===== src/rtl/ptc_pkg.sv =====
package ptc_pkg;

    typedef enum logic [1:0] {
        PH_IDLE  = 2'd0,
        PH_SHIFT = 2'd1,
        PH_GAP   = 2'd2
    } ptc_phase_e;

endpackage


===== src/rtl/ptc_rate_div.sv =====
// Counts prescaler ticks and flags the last tick of each bit period.
module ptc_rate_div #(
    parameter int DIV_W = 16
) (
    input  logic             clk,
    input  logic             rst_n,
    input  logic             clear_i,
    input  logic             tick_i,
    input  logic [DIV_W-1:0] limit_i,
    output logic             bit_end_o
);

    logic [DIV_W-1:0] cnt_d, cnt_q;

    always_comb begin
        cnt_d = cnt_q;
        if (clear_i) begin
            cnt_d = '0;
        end else if (tick_i) begin
            if (cnt_q == limit_i) begin
                cnt_d = '0;
            end else begin
                cnt_d = cnt_q + 1'b1;
            end
        end
    end

    always_ff @(posedge clk or negedge rst_n) begin
        if (!rst_n) begin
            cnt_q <= '0;
        end else begin
            cnt_q <= cnt_d;
        end
    end

    assign bit_end_o = !clear_i && tick_i && (cnt_q == limit_i);

endmodule


===== src/rtl/ptc_len_decode.sv =====
// Turns the length code into the index of the last bit sent per replay.
module ptc_len_decode #(
    parameter int PAT_W = 32,
    localparam int LEN_W = $clog2(PAT_W)
) (
    input  logic [LEN_W-1:0] code_i,
    output logic [LEN_W-1:0] last_idx_o
);

    localparam logic [LEN_W-1:0] FULL_LAST = LEN_W'(PAT_W - 1);
    localparam logic [LEN_W-1:0] MIN_LAST  = LEN_W'(1);

    always_comb begin
        if (code_i == '0) begin
            last_idx_o = FULL_LAST;
        end else if (code_i == LEN_W'(1)) begin
            last_idx_o = MIN_LAST;          // illegal code 1 widened to two bits
        end else begin
            last_idx_o = code_i - 1'b1;
        end
    end

endmodule


===== src/rtl/ptrain_channel.sv =====
module ptrain_channel #(
    parameter int PAT_W  = 32,
    parameter int LOOP_W = 16,
    parameter int DLY_W  = 16,
    parameter int DIV_W  = 16,
    localparam int LEN_W = $clog2(PAT_W)
) (
    input  logic              clk,
    input  logic              rst_n,
    input  logic              tick_i,
    input  logic              enable_i,
    input  logic              sqw_mode_i,
    input  logic [PAT_W-1:0]  pattern_i,
    input  logic [LEN_W-1:0]  len_code_i,
    input  logic [LOOP_W-1:0] loop_cnt_i,
    input  logic [DLY_W-1:0]  loop_dly_i,
    input  logic [DIV_W-1:0]  rate_div_i,
    output logic              wave_o,
    output logic              loop_exit_o,
    output logic              running_o,
    output logic              done_o
);

    import ptc_pkg::*;

    typedef struct packed {
        ptc_phase_e        phase;
        logic [LEN_W-1:0]  idx;
        logic [LOOP_W-1:0] loops;
        logic [DLY_W-1:0]  gapc;
        logic              sq;
        logic              ex;
        logic              done;
        logic              en;
    } ptc_state_t;

    ptc_state_t st_d, st_q;

    logic             start;
    logic             div_clear;
    logic             bit_end;
    logic [LEN_W-1:0] last_idx;
    logic             finite;
    logic             final_pass;

    assign start     = enable_i && !st_q.en;
    assign div_clear = start || (st_q.phase == PH_IDLE);
    assign finite    = (loop_cnt_i != '0);
    assign final_pass = finite && (st_q.loops == LOOP_W'(1));

    ptc_rate_div #(.DIV_W(DIV_W)) u_div (
        .clk       (clk),
        .rst_n     (rst_n),
        .clear_i   (div_clear),
        .tick_i    (tick_i),
        .limit_i   (rate_div_i),
        .bit_end_o (bit_end)
    );

    ptc_len_decode #(.PAT_W(PAT_W)) u_len (
        .code_i     (len_code_i),
        .last_idx_o (last_idx)
    );

    always_comb begin
        st_d    = st_q;
        st_d.en = enable_i;
        st_d.ex = 1'b0;
        if (!enable_i) begin
            st_d.phase = PH_IDLE;
        end else if (start) begin
            st_d.phase = PH_SHIFT;
            st_d.idx   = '0;
            st_d.loops = loop_cnt_i;
            st_d.gapc  = '0;
            st_d.sq    = 1'b1;
            st_d.done  = 1'b0;
        end else if (bit_end) begin
            if (sqw_mode_i) begin
                st_d.sq = !st_q.sq;
            end else if (st_q.phase == PH_SHIFT) begin
                if (st_q.idx == last_idx) begin
                    if (final_pass) begin
                        st_d.phase = PH_IDLE;
                        st_d.ex    = 1'b1;
                        st_d.done  = 1'b1;
                    end else begin
                        if (finite) begin
                            st_d.loops = st_q.loops - 1'b1;
                        end
                        st_d.idx = '0;
                        if (loop_dly_i != '0) begin
                            st_d.phase = PH_GAP;
                            st_d.gapc  = '0;
                        end
                    end
                end else begin
                    st_d.idx = st_q.idx + 1'b1;
                end
            end else if (st_q.phase == PH_GAP) begin
                if (st_q.gapc == loop_dly_i - 1'b1) begin
                    st_d.phase = PH_SHIFT;
                    st_d.gapc  = '0;
                end else begin
                    st_d.gapc = st_q.gapc + 1'b1;
                end
            end
        end
    end

    always_ff @(posedge clk or negedge rst_n) begin
        if (!rst_n) begin
            st_q <= '{phase: PH_IDLE, idx: '0, loops: '0, gapc: '0,
                      sq: 1'b0, ex: 1'b0, done: 1'b0, en: 1'b0};
        end else begin
            st_q <= st_d;
        end
    end

    assign running_o   = (st_q.phase != PH_IDLE);
    assign loop_exit_o = st_q.ex;
    assign done_o      = st_q.done;
    assign wave_o      = (st_q.phase == PH_SHIFT) &&
                         (sqw_mode_i ? st_q.sq : pattern_i[st_q.idx]);

endmodule


===== config.mk =====
export PLATFORM = sky130hd
export DESIGN_NAME = ptrain_channel
export DESIGN_NICKNAME = d
export VERILOG_FILES = /design/src/rtl/ptc_pkg.sv /design/src/rtl/ptc_rate_div.sv /design/src/rtl/ptc_len_decode.sv /design/src/rtl/ptrain_channel.sv
export SDC_FILE = /design/constraint.sdc
export NUM_CORES = 1
export LEC_CHECK = 0
export BUFFER_PORTS_ARGS = -buffer_cell sky130_fd_sc_hd__buf_2
export CORE_MARGIN = 2
export CORE_UTILIZATION = 50
export DETAILED_ROUTE_END_ITERATION = 8
export HOLD_SLACK_MARGIN = 0.1
export PLACE_DENSITY = 0.83
export SLEW_MARGIN = 20
export SYNTH_ARGS = -nofsm -noshare
export SYNTH_HDL_FRONTEND = slang
export SYNTH_SLANG_ARGS = --single-unit

===== constraint.sdc =====
create_clock -name clk -period 3.3 [get_ports clk]
set_clock_uncertainty 0.15 [all_clocks]
set_input_delay 0.165 -clock clk [delete_from_list [all_inputs] [get_ports clk]]
set_output_delay 0.165 -clock clk [all_outputs]
set_load 0.1 [all_outputs]

# Word-level counts from Yosys, hierarchy flattened

Index checks and enable logic that the tools add are counted.
Widths: inputs -> output; s select.

Word-level logic and storage cells: 99
Register bits: 59
Input port bits: 90
Output and inout bits: 4

Reduce and logical (&&, ||, !) cells: 27
$add $sub $neg: 6
Order comparisons: 1
Multiplexer cells: 36
Equality and inequality tests: 20

Operators by type and width:

| kind                  | count |
|---|---|
| $mux 16               | 8 |
| $mux 37               | 2 |
| $mux 42               | 1 |
| $mux 40               | 1 |
| $mux 39               | 1 |
| $add 16x1->16 const B | 2 |
| $eq 16x16->1          | 2 |
| $mux 32               | 1 |
| $reduce_bool 16->1    | 2 |
| $sub 16x1->16 const B | 2 |
| $mux 2                | 12 |
| $mux 21               | 1 |
| $eq 16x1->1 const B   | 1 |
| $mux 5                | 3 |
| $reduce_and 7->1      | 2 |
| $reduce_bool 2->1     | 7 |
| $reduce_and 6->1      | 2 |
| $ne 4x1->1 const B    | 2 |
| $ne 4x3->1 const B    | 2 |
| $ne 4x4->1 const B    | 2 |
| $lt 5x6->1 const B    | 1 |
| $ne 3x1->1 const B    | 2 |
| $ne 3x2->1 const B    | 2 |
| $add 5x1->5 const B   | 1 |
| 18 further kinds      | 28 |

# Logic depth before layout (Yosys ltp)

Gate-level depths: netlist (run 1).

Word-level depth: 10
Gate-level depth with buffers: 11
Mapped depth without buffers: 10

# By module

Synthesis (run 1) repeated with hierarchy kept, for this count alone.

Cells, all modules: 562
Area, all modules: 4,735.8 um^2

By module, submodules not included:

| module         | times used | cells an instance | area an instance (um^2) | seq. area each (um^2) |
|---|---|---|---|---|
| ptrain_channel | 1          | 392               | 3,355.7                 | 1,076.0 |
| ptc_rate_div   | 1          | 146               | 1,217.4                 | 400.4 |
| ptc_len_decode | 1          | 24                | 162.7                   | 0.0 |

# Worst setup path after synthesis (run 1)

Ideal clock, no wire load.

Kind: reg-to-output
From: reg st_q[36] (netlist name)
To: out wave_o
Path buffers: 1
Arrival: 2.533 ns
Required time: 2.985 ns
Cell stages (with the launch flop): 7
Setup slack: 0.452 ns
Cell sequence: dfrtp_1 > buf_1 > mux4_2 > mux4_2 > mux2i_1 > o21ai_0 > and2_1

Longest elaborated chain between the ends: 4

RTL lines:

| item                         | line                  | text |
|---|---|---|
| start, declared              | ptrain_channel.sv:37  | `ptc_state_t st_d, st_q;` |
| start signal, assigned       | ptrain_channel.sv:113 | `st_q <= '{phase: PH_IDLE, idx: '0, loops: '0, gapc: '0,` |
| start signal, assigned       | ptrain_channel.sv:116 | `st_q <= st_d;` |
| $bmux 1 s5                   | ptrain_channel.sv:124 | `(sqw_mode_i ? st_q.sq : pattern_i[st_q.idx]);` |
| $mux 1 (implied by the code) | ptrain_channel.sv:124 |  |
| $mux 1                       | ptrain_channel.sv:124 |  |
| $logic_and 1x1->1            | ptrain_channel.sv:123 | `assign wave_o = (st_q.phase == PH_SHIFT) &&` |
| end, declared                | ptrain_channel.sv:18  | `output logic wave_o,` |

Every way passes these cells. The select of a mux whose other input is x is not followed.

# Worst setup path in the final report (run 1)

Same ends and word-level chain as after synthesis.

==> flow_metrics.tcl, run 1 <==
set metrics [dict create \
    peakVddDrop_mv 0.188 \
    grt_pass1_vias 4812 \
    finalPower_w 0.00166 \
    rsz0062_at_grt "false" \
    grtUsageMet1_pct 31.1 \
    synth-seq-cells 59 \
    finalSetupViolCount 0 \
    dieWidth_microns 102 \
    nets 770 \
    holdWs_ns 0.224 \
    fp.coreArea_sq_um 9240 \
    antenna_left 0 \
    status "completed" \
    synthDistinctLibCells 69 \
    slew_violations 0 \
    tns_ns 0 \
    worstPathRequired_ns 2.98 \
    die_area_sq_um 10300 \
    clk_pin_slew_ns 0.07 \
    comb_power_share_pct 21.8 \
    start_util_pct 51.4 \
    path_common_cell "mux4_2" \
    layout-drive-gt1-share_pct 22.2 \
    worstHoldPathType "input port to async pin" \
    period_needed_ns 3.11 \
    syn2layout_area_growth_pct 20.0 \
    crit_type "flip-flop to output pin" \
    p_seq_share_pct 46.0 \
    slew-limit-headroom_pct 41.1 \
    power_switching_w 0.000502 \
    synth.most_common_cell "o21ai_0" \
    synth_area_per_cell_sq_um 8.52 \
    wl_per_cell_microns 15.7 \
    ys_seq_area_share_pct 31.1 \
    endpoint_kind "output pin" \
    yosys_most_used_dff "dfrtp_1" \
    grt.total_usage_pct 25.7 \
    vias_per_cell 6.01 \
    worstPathArrival_ns 2.79 \
    slowest_stage "dfrtp_1" \
    antenna_found_initial 0 \
    netlist_instances 558 \
    ys_top_cells_by_count "o21ai_0, dfrtp_1, nor2_1, nand2_1, inv_1" \
    start_kind "flip-flop" \
    fmax_ghz 0.322 \
    fin_crit_sh_pct 94.1 \
    busiest_layer "met2" \
    ys_top_cells_by_area "dfrtp_1, o21ai_0, mux4_2" \
    dp_hpwl_mm 9.35 \
    ios 94 \
    syn-cell-area_sq_um 4750 \
    grtUsageMet3_pct 4.21 \
    power.leakage_nw 2.48 \
    cp_max_fo 10 \
    root_buffer "clkbuf_8" \
    crit_path_cell_trace "mux4_2 > mux4_2 > mux2i_1 > o21ai_0 > and2_1 > buf_2" \
    clockBufferDepth 2 \
    wl_mm 12.6 \
    path_buf_inv 1 \
    gp_congestion 0.870 \
    h-tree-depth 3 \
    crit_family "multiplexers" \
    nFillCells 803 \
    p_per_area_nw_per_um2 291 \
    die_y_microns 102 \
    grt_pass1_wl_mm 21.4 \
    internal_power_w 0.00116 \
    synth-warning-count 0 \
    clkPwrFrac_pct 32.2 \
    grt_max_degree 46 \
    firstDrtPassIters 6 \
    max_cap_viol_count 0 \
    num_rows 35 \
    numCtsBuffers 9 \
    async_flop_share_pct 100 \
    clock-sinks 59 \
    sw_frac_of_total_pct 30.2 \
    antenna_cells 0 \
    port_buffers 93 \
    hold_viol_final 0 \
    clkLatencyLatePin_ns 0.33 \
    ctsResizeCount 0 \
    synth_top_area_share_pct 31.1 \
    grt_use_met2_pct 45.0 \
    drc 0 \
    synth_edf_count 0 \
    overflow 0 \
    worstMarginPinSlew_ns 0.884 \
    yosysTopAreaCell "dfrtp_1" \
    syn_nets 660 \
    vias 4807 \
    cts_tree "done" \
    drtIter0Drc 386 \
    cp_slowest_stage_delay_ns 0.66 \
]
-- state kept, by name, summed over array words and instances, names as in the netlist --
signal and cells:
st_q 41, u_div.cnt_q 16, done_o 1, loop_exit_o 1
-- stage by stage --
step | cell area (sq um) | cells | worst slack, ns | util [%]
after floorplan | 4750 | 558 | 0.452 | -
after global routing | 5700 | 800 | 0.00427 | 61.7
after CTS | 5700 | 800 | 0.155 | 61.7
after detailed placement | 5350 | 766 | 0.0302 | 57.9
final | 5700 | 800 | 0.194 | 61.7
after global placement | 5350 | 766 | 0.289 | 57.9
-- path summary, 6_finish.rpt --
path	from	end	slack (ns)	cells after the start
min	rst_n	u_div.cnt_q[15]$_DFFE_PN0P_	0.22	2
min in group clk	st_q[41]$_DFFE_PN0P_	st_q[41]$_DFFE_PN0P_	0.38	1
max reg2reg	u_div.cnt_q[1]$_DFFE_PN0P_	st_q[41]$_DFFE_PN0P_	0.20	9
max in group asynchronous	rst_n	st_q[34]$_DFFE_PN0P_	2.21	3
max	st_q[36]$_DFFE_PN0P_	wave_o	0.19	6
min reg2reg	st_q[41]$_DFFE_PN0P_	st_q[41]$_DFFE_PN0P_	0.38	1
-- repair_timing --
action / in CTS / in global routing
buffers inserted: 0 / 0
hold endpoints to repair: 69 / 0
hold buffers: 20 / 0
-- cell families after synthesis --
group	count (synthesis)	synth area share [%]
buf+inv	52	4.63
simple gates	220	25.3
xor+xnor	40	7.37
flops	59	31.1
compound gates	159	22.4
mux	16	6.03
fa+ha+maj	12	3.16
-- cells in the final DEF (no fill, tap or decap), types with 5 or more instances in the layout --
| master | instances |
|---|---|
| a21oi_1 | 17 |
| a31oi_1 | 6 |
| ha_1 | 12 |
| a32oi_1 | 5 |
| inv_1 | 25 |
| mux2i_1 | 5 |
| dfrtp_1 | 59 |
| o31ai_1 | 9 |
| nor2b_1 | 6 |
| nand2_1 | 28 |
| nor3_1 | 17 |
| and3_1 | 16 |
| buf_4 | 14 |
| a22oi_1 | 8 |
| xor2_1 | 23 |
| nor2_1 | 52 |
| xnor2_1 | 17 |
| nand2b_1 | 10 |
| nor4_1 | 15 |
| nand4_1 | 15 |
| nand3_1 | 22 |
| mux4_2 | 10 |
| buf_2 | 92 |
| dlygate4sd3_1 | 20 |
| o21ai_0 | 64 |
| clkbuf_8 | 9 |
| or3_1 | 7 |
| a22o_1 | 8 |
| a21bo_2 | 5 |
-- power groups by stage --
stage	registers, W	logic [W]	clock network, W
final	0.000764	0.000362	0.000535
after global routing	0.000766	0.000399	0.000567
after CTS	0.000763	0.000357	0.000539
after detailed placement	0.000776	0.000338	0
after global placement	0.000774	0.000322	0
after floorplan	0.000770	0.000201	0
-- per-layer routing --
metal,share of wire [%],vias to the layer above
met5,0,-
met4,2.4,0
met3,4.9,37
met2,51,184
met1,41,2284
li1,-,2302
-- layout make-up --
class / instances / area (sq um) / share of cell area (%)
multi-input combinational: 447 / 3060 / 53.6
sequential: 59 / 1480 / 25.9
timing repair buffer: 126 / 766 / 13.4
tap: 129 / 161 / 2.83
clock buffer: 10 / 128 / 2.24
inverter: 25 / 93.8 / 1.65
clock inverter: 4 / 20.0 / 0.351
Note: power is estimated with default switching activity, not from simulation.
==> inputs of run 2 (changes only) <==
ABC_AREA = 1   (was not set)
==> flow_metrics.tcl, run 2 <==
set metrics [dict create \
    status "completed" \
    grt_pass1_vias 4868 \
    p_per_area_nw_per_um2 356 \
    grt.total_usage_pct 23.2 \
    worstHoldPathType "input port to async pin" \
    dieWidth_microns 106 \
    syn-cell-area_sq_um 5150 \
    worstPathArrival_ns 2.72 \
    layout-drive-gt1-share_pct 13.4 \
    syn_nets 914 \
    tns_ns 0 \
    cp_slowest_stage_delay_ns 0.71 \
    path_depth 10 \
    fp.coreArea_sq_um 10200 \
    antenna_left 0 \
    ys_top_cells_by_count "nand2_1, nor2_1, inv_1, dfrtp_1, nand3_1" \
    h-tree-depth 3 \
    dr_wl_met3_microns 561 \
    clkPwrFrac_pct 28.1 \
    synth_top_area_share_pct 28.6 \
    yosys_most_used_dff "dfrtp_1" \
    holdWs_ns 0.196 \
    synth-seq-cells 59 \
    crit_type "flip-flop to output pin" \
    firstDrtPassIters 5 \
    wl_mm 12.4 \
    async_flop_share_pct 100 \
    postCtsSetupRepairBufs 0 \
    antenna_found_initial 0 \
    fmax_ghz 0.330 \
    slowest_stage "dfrtp_1" \
    synth_edf_count 0 \
    nets 1023 \
    ios 94 \
    wl_per_cell_microns 11.7 \
    finalSetupViolCount 0 \
    vias 5367 \
    synth-warning-count 0 \
    period_needed_ns 3.03 \
    internal_power_w 0.00139 \
    start_util_pct 50.6 \
    worstPathRequired_ns 2.98 \
    sw_frac_of_total_pct 35.9 \
    rsz0062_at_grt "false" \
    syn2layout_area_growth_pct 18.4 \
    hold_viol_final 0 \
    grt_pass1_wl_mm 21.4 \
    max_flop_register "st_q" \
    most-common-layout-cells "nand2_1, nor2_1, inv_1" \
    met2_length_mm 5.71 \
    yosysTopAreaCell "dfrtp_1" \
    die_area_sq_um 11100 \
    drtIter0Drc 267 \
    antenna_cells 0 \
    fin_area_sq_um 6100 \
    clockBufferDepth 2 \
    top_regs "st_q (41), u_div.cnt_q (16)" \
    comb_power_share_pct 31.0 \
    gp_congestion 0.873 \
    power.leakage_nw 3.01 \
    num_rows 37 \
    numCtsBuffers 9 \
    synth.most_common_cell "nand2_1" \
    start_kind "flip-flop" \
    clk_pin_slew_ns 0.07 \
    fin_crit_sh_pct 91.9 \
    crit_family "buffers and inverters" \
    slew-limit-headroom_pct 61.6 \
    wl_met1_mm 5.91 \
    grt_max_degree 38 \
    crit_path_cell_trace "clkinv_1 > nor2_1 > nor2_1 > o21ai_0 > o211ai_1 > nand3_1 > nand2_1 > a21oi_1 > a21oi_1 > buf_2" \
    cp_max_fo 22 \
    worstMarginPinSlew_ns 0.576 \
    reg2regPathDepth 11 \
    slew_violations 0 \
    peakVddDrop_mv 0.249 \
    ctsResizeCount 0 \
    dp_hpwl_mm 9.22 \
    largest_register_ffs 41 \
    max_cap_viol_count 0 \
    root_buffer "clkbuf_8" \
    vias_per_cell 5.06 \
    overflow 0 \
    synthDistinctLibCells 37 \
    drc 0 \
    ctsHoldBuffers 20 \
    dr.max_layer_used "met4" \
    clock-sinks 59 \
    port_buffers 93 \
    die_y_microns 106 \
    ys_seq_area_share_pct 28.6 \
    placed_area_sq_um 5730 \
    power_switching_w 0.000781 \
    p_seq_share_pct 40.9 \
    netlist_instances 812 \
    path_buf_inv 2 \
    ys_top_cells_by_area "dfrtp_1, nand2_1, nor2_1" \
    finalPower_w 0.00218 \
    cts_tree "done" \
    synth_area_per_cell_sq_um 6.35 \
    endpoint_kind "output pin" \
    final_common_cell "nand2_1" \
    clkLatencyLatePin_ns 0.34 \
]
run 2: changes by cell type in the layout (fill, tap and decap cells not counted), sizes merged, moves of 30 or more:
cell | previous run | this run
nand3 | 22 | 52
nor2 | 53 | 161
inv | 25 | 96
nand2 | 28 | 200
run 2: worst paths after layout:
path,slack [ns],start,end
worst max-delay path,0.27,st_q[36]$_DFFE_PN0P_,wave_o
worst min-delay path,0.20,rst_n,st_q[29]$_DFFE_PN0P_
worst max register to register,0.66,st_q[36]$_DFFE_PN0P_,st_q[32]$_DFFE_PN0P_
worst min register to register,0.36,done_o$_DFFE_PN0P_,done_o$_DFFE_PN0P_
max in group asynchronous,1.93,rst_n,u_div.cnt_q[9]$_DFFE_PN0P_
min in group clk,0.36,done_o$_DFFE_PN0P_,done_o$_DFFE_PN0P_
run 2: final cells by class:
type | instances | area, sq um
Timing Repair Buffer | 118 | 703
Inverter | 97 | 364
Sequential cell | 59 | 1480
Clock inverter | 2 | 10.0
Clock buffer | 13 | 169
Tap cell | 136 | 170
Multi-Input combinational cell | 636 | 3210
Fill cell | 987 | 4080
run 2: per-layer routing:
metal | GRT usage (%) | vias up
met1 | 31.3 | 2393
met4 | 7.33 | 0
met5 | 0 | -
met3 | 3.53 | 20
li1 | - | 2823
met2 | 38.2 | 131
run 2: cell families (layout without fill, tap and decap cells):
kind of cell,count (synthesis),after routing,synth area share (%)
adders and majority gates,12,12,2.91
xor gates and xnor gates,54,54,9.44
buffers and inverters,117,230,9.05
and+or+nand+nor,458,458,37.9
AOI/OAI and AO/OA,112,112,12.1
DFF,59,59,28.6
run 2: power by group through the flow:
stage                     Sequential, W  Clock (W)  Combinational [W]
after global placement         0.000899          0           0.000641
after CTS                      0.000887   0.000624           0.000673
after floorplan                0.000861          0           0.000507
after global routing           0.000902   0.000653           0.000777
final                          0.000889   0.000612           0.000675
after detailed placement       0.000900          0           0.000652
run 2: worst reg2reg max path: stages (launching register included):
cell and delay (ns):
dfrtp_1 0.71, clkinv_1 0.53, nand4_1 0.25, nand2_1 0.07, nand3_1 0.12, nor2_4 0.07
inv_1 0.07, nand2_1 0.05, nand2_1 0.06, buf_4 0.29, nand2_1 0.10, o21ai_1 0.09
run 2: per-stage QoR:
step / worst slack [ns] / util (%) / cells
after floorplan: 0.187 / - / 812
after global placement: 0.745 / 56.2 / 1026
after global routing: 0.102 / 59.9 / 1061
final: 0.267 / 59.9 / 1061
after CTS: 0.297 / 59.9 / 1061
after detailed placement: 0.680 / 56.2 / 1026
==> inputs of run 3 (changes only) <==
==> constraint.sdc (replaced) <==
create_clock -name clk -period 3.3 [get_ports clk]
set_clock_uncertainty 0.15 [all_clocks]
set_input_delay 0.33 -clock clk [delete_from_list [all_inputs] [get_ports clk]]
set_output_delay 0.33 -clock clk [all_outputs]
set_load 0.1 [all_outputs]
==> flow_metrics.tcl, run 3 (synthesized netlist as in run 2, its figures left out) <==
set metrics [dict create \
    power_switching_w 0.000804 \
    fin_area_sq_um 5980 \
    crit_type "flip-flop to output pin" \
    root_buffer "clkbuf_8" \
    grt_max_degree 33 \
    antenna_left 0 \
    comb_power_share_pct 29.8 \
    worstPathArrival_ns 2.39 \
    worstMarginPinSlew_ns 0.546 \
    worstPathRequired_ns 2.82 \
    vias 5359 \
    num_rows 37 \
    power.leakage_nw 2.95 \
    syn2layout_area_growth_pct 15.9 \
    fp.coreArea_sq_um 10200 \
    overflow 0 \
    largest_register_ffs 41 \
    slew_violations 0 \
    wl_per_cell_microns 12.0 \
    p_per_area_nw_per_um2 382 \
    internal_power_w 0.00148 \
    slowest_stage "dfrtp_1" \
    numCtsBuffers 9 \
    crit_path_cell_trace "o21ai_0 > o211ai_1 > nand3_1 > nand2_1 > a21oi_1 > a21oi_1 > buf_2" \
    clock-sinks 59 \
    die_y_microns 106 \
    nets 1008 \
    drtIter0Drc 243 \
    rsz0062_at_grt "false" \
    drc 0 \
    clockBufferDepth 2 \
    h-tree-depth 3 \
    peakVddDrop_mv 0.426 \
    clk_pin_slew_ns 0.07 \
    cts_tree "done" \
    grt_pass1_wl_mm 21.7 \
    dp_hpwl_mm 9.42 \
    nFillCells 1021 \
    max_cap_viol_count 0 \
    tns_ns 0 \
    start_kind "flip-flop" \
    hold_viol_final 0 \
    ff_latch_area_sq_um 1480 \
    worstHoldPathType "input port to flip-flop" \
    finalSetupViolCount 0 \
    vias_per_cell 5.12 \
    grt.total_usage_pct 23.5 \
    period_needed_ns 2.87 \
    clkLatencyLatePin_ns 0.34 \
    layout-drive-gt1-share_pct 13.9 \
    clkPwrFrac_pct 31.9 \
    start_util_pct 50.6 \
    firstDrtPassIters 5 \
    path_common_cell "a21oi_1" \
    status "completed" \
    antenna_cells 0 \
    die_area_sq_um 11100 \
    p_seq_share_pct 38.3 \
    placed_area_sq_um 5750 \
    endpoint_kind "output pin" \
    max_flop_register "st_q" \
    final_common_cell "nand2_1" \
    grt_pass1_vias 4809 \
    multi_input_area_sq_um 3210 \
    cp_slowest_stage_delay_ns 0.69 \
    most-common-layout-cells "nand2_1, nor2_1, inv_1" \
    sw_frac_of_total_pct 35.2 \
    port_buffers 93 \
    ios 94 \
    slew-limit-headroom_pct 63.6 \
    fmax_ghz 0.348 \
    antenna_found_initial 0 \
    cp_max_fo 19 \
    wl_mm 12.5 \
    fin_crit_sh_pct 87.0 \
    dieWidth_microns 106 \
    top_regs "st_q (41), u_div.cnt_q (16)" \
    gp_congestion 0.865 \
]
run 3: per-stage QoR:
step,std cells,util [%],total power [W],setup WS [ns],hold WS [ns]
5_1_grt,1047,58.7,0.00245,0.230,0.128
3_5_place_dp,1029,56.4,0.00156,0.858,0.147
2_1_floorplan,812,-,0.00137,0.0221,-0.116
6_report,1047,58.7,0.00228,0.428,0.128
3_3_place_gp,1029,56.4,0.00155,0.859,0.145
4_1_cts,1047,58.7,0.00230,0.456,0.116
run 3: worst paths after layout:
check	start	to	slack (ns)	depth (start not counted)
min	loop_cnt_i[6]	st_q[26]$_DFFE_PN0P_	0.13	3
max	st_q[37]$_DFFE_PN0P_	wave_o	0.43	7
min in group asynchronous	rst_n	st_q[29]$_DFFE_PN0P_	0.31	2
min reg2reg	st_q[3]$_DFFE_PN0P_	st_q[3]$_DFFE_PN0P_	0.37	1
max reg2reg	u_div.cnt_q[13]$_DFFE_PN0P_	st_q[15]$_DFFE_PN0P_	0.99	12
max in group asynchronous	rst_n	st_q[34]$_DFFE_PN0P_	2.02	3
run 3: layer usage:
| layer | part of all wire (%) | track usage [%] | up-vias |
|---|---|---|---|
| li1 | - | - | 2789 |
| met1 | 46 | 32.1 | 2395 |
| met2 | 46 | 38.8 | 155 |
| met3 | 6.6 | 2.97 | 20 |
| met4 | 1.7 | 7.61 | 0 |
| met5 | 0 | 0 | - |
run 3: repair_timing:
| item | 4_1_cts | 5_1_grt |
|---|---|---|
| hold buffers | 2 | 0 |
| hold endpoints to repair | 18 | 0 |
| buffers inserted | 0 | 0 |
| gates resized for setup | 0 | 0 |
run 3: power groups by stage:
stage	Combinational [W]	Sequential [W]	Clock [W]
after floorplan	0.000507	0.000861	0
after global placement	0.000664	0.000886	0
after detailed placement	0.000674	0.000887	0
after CTS	0.000683	0.000874	0.000739
after global routing	0.000789	0.000888	0.000772
final	0.000681	0.000875	0.000728
run 3: layout make-up:
type	count	share of cell area, %
inverters	97	6.09
clock buffers	11	2.20
flip-flops and latches	59	24.7
repair buffers	103	9.13
multi-input cells	636	53.7
well taps	136	2.85
clock inverters	5	1.30
run 3: critical path, delay by kind of cell, from the launching register on:
| kind | cells | cell delay, ns |
|---|---|---|
| compound gates | 4 | 0.69 |
| buf+inv | 1 | 0.46 |
| flops | 1 | 0.69 |
| simple gates | 2 | 0.20 |
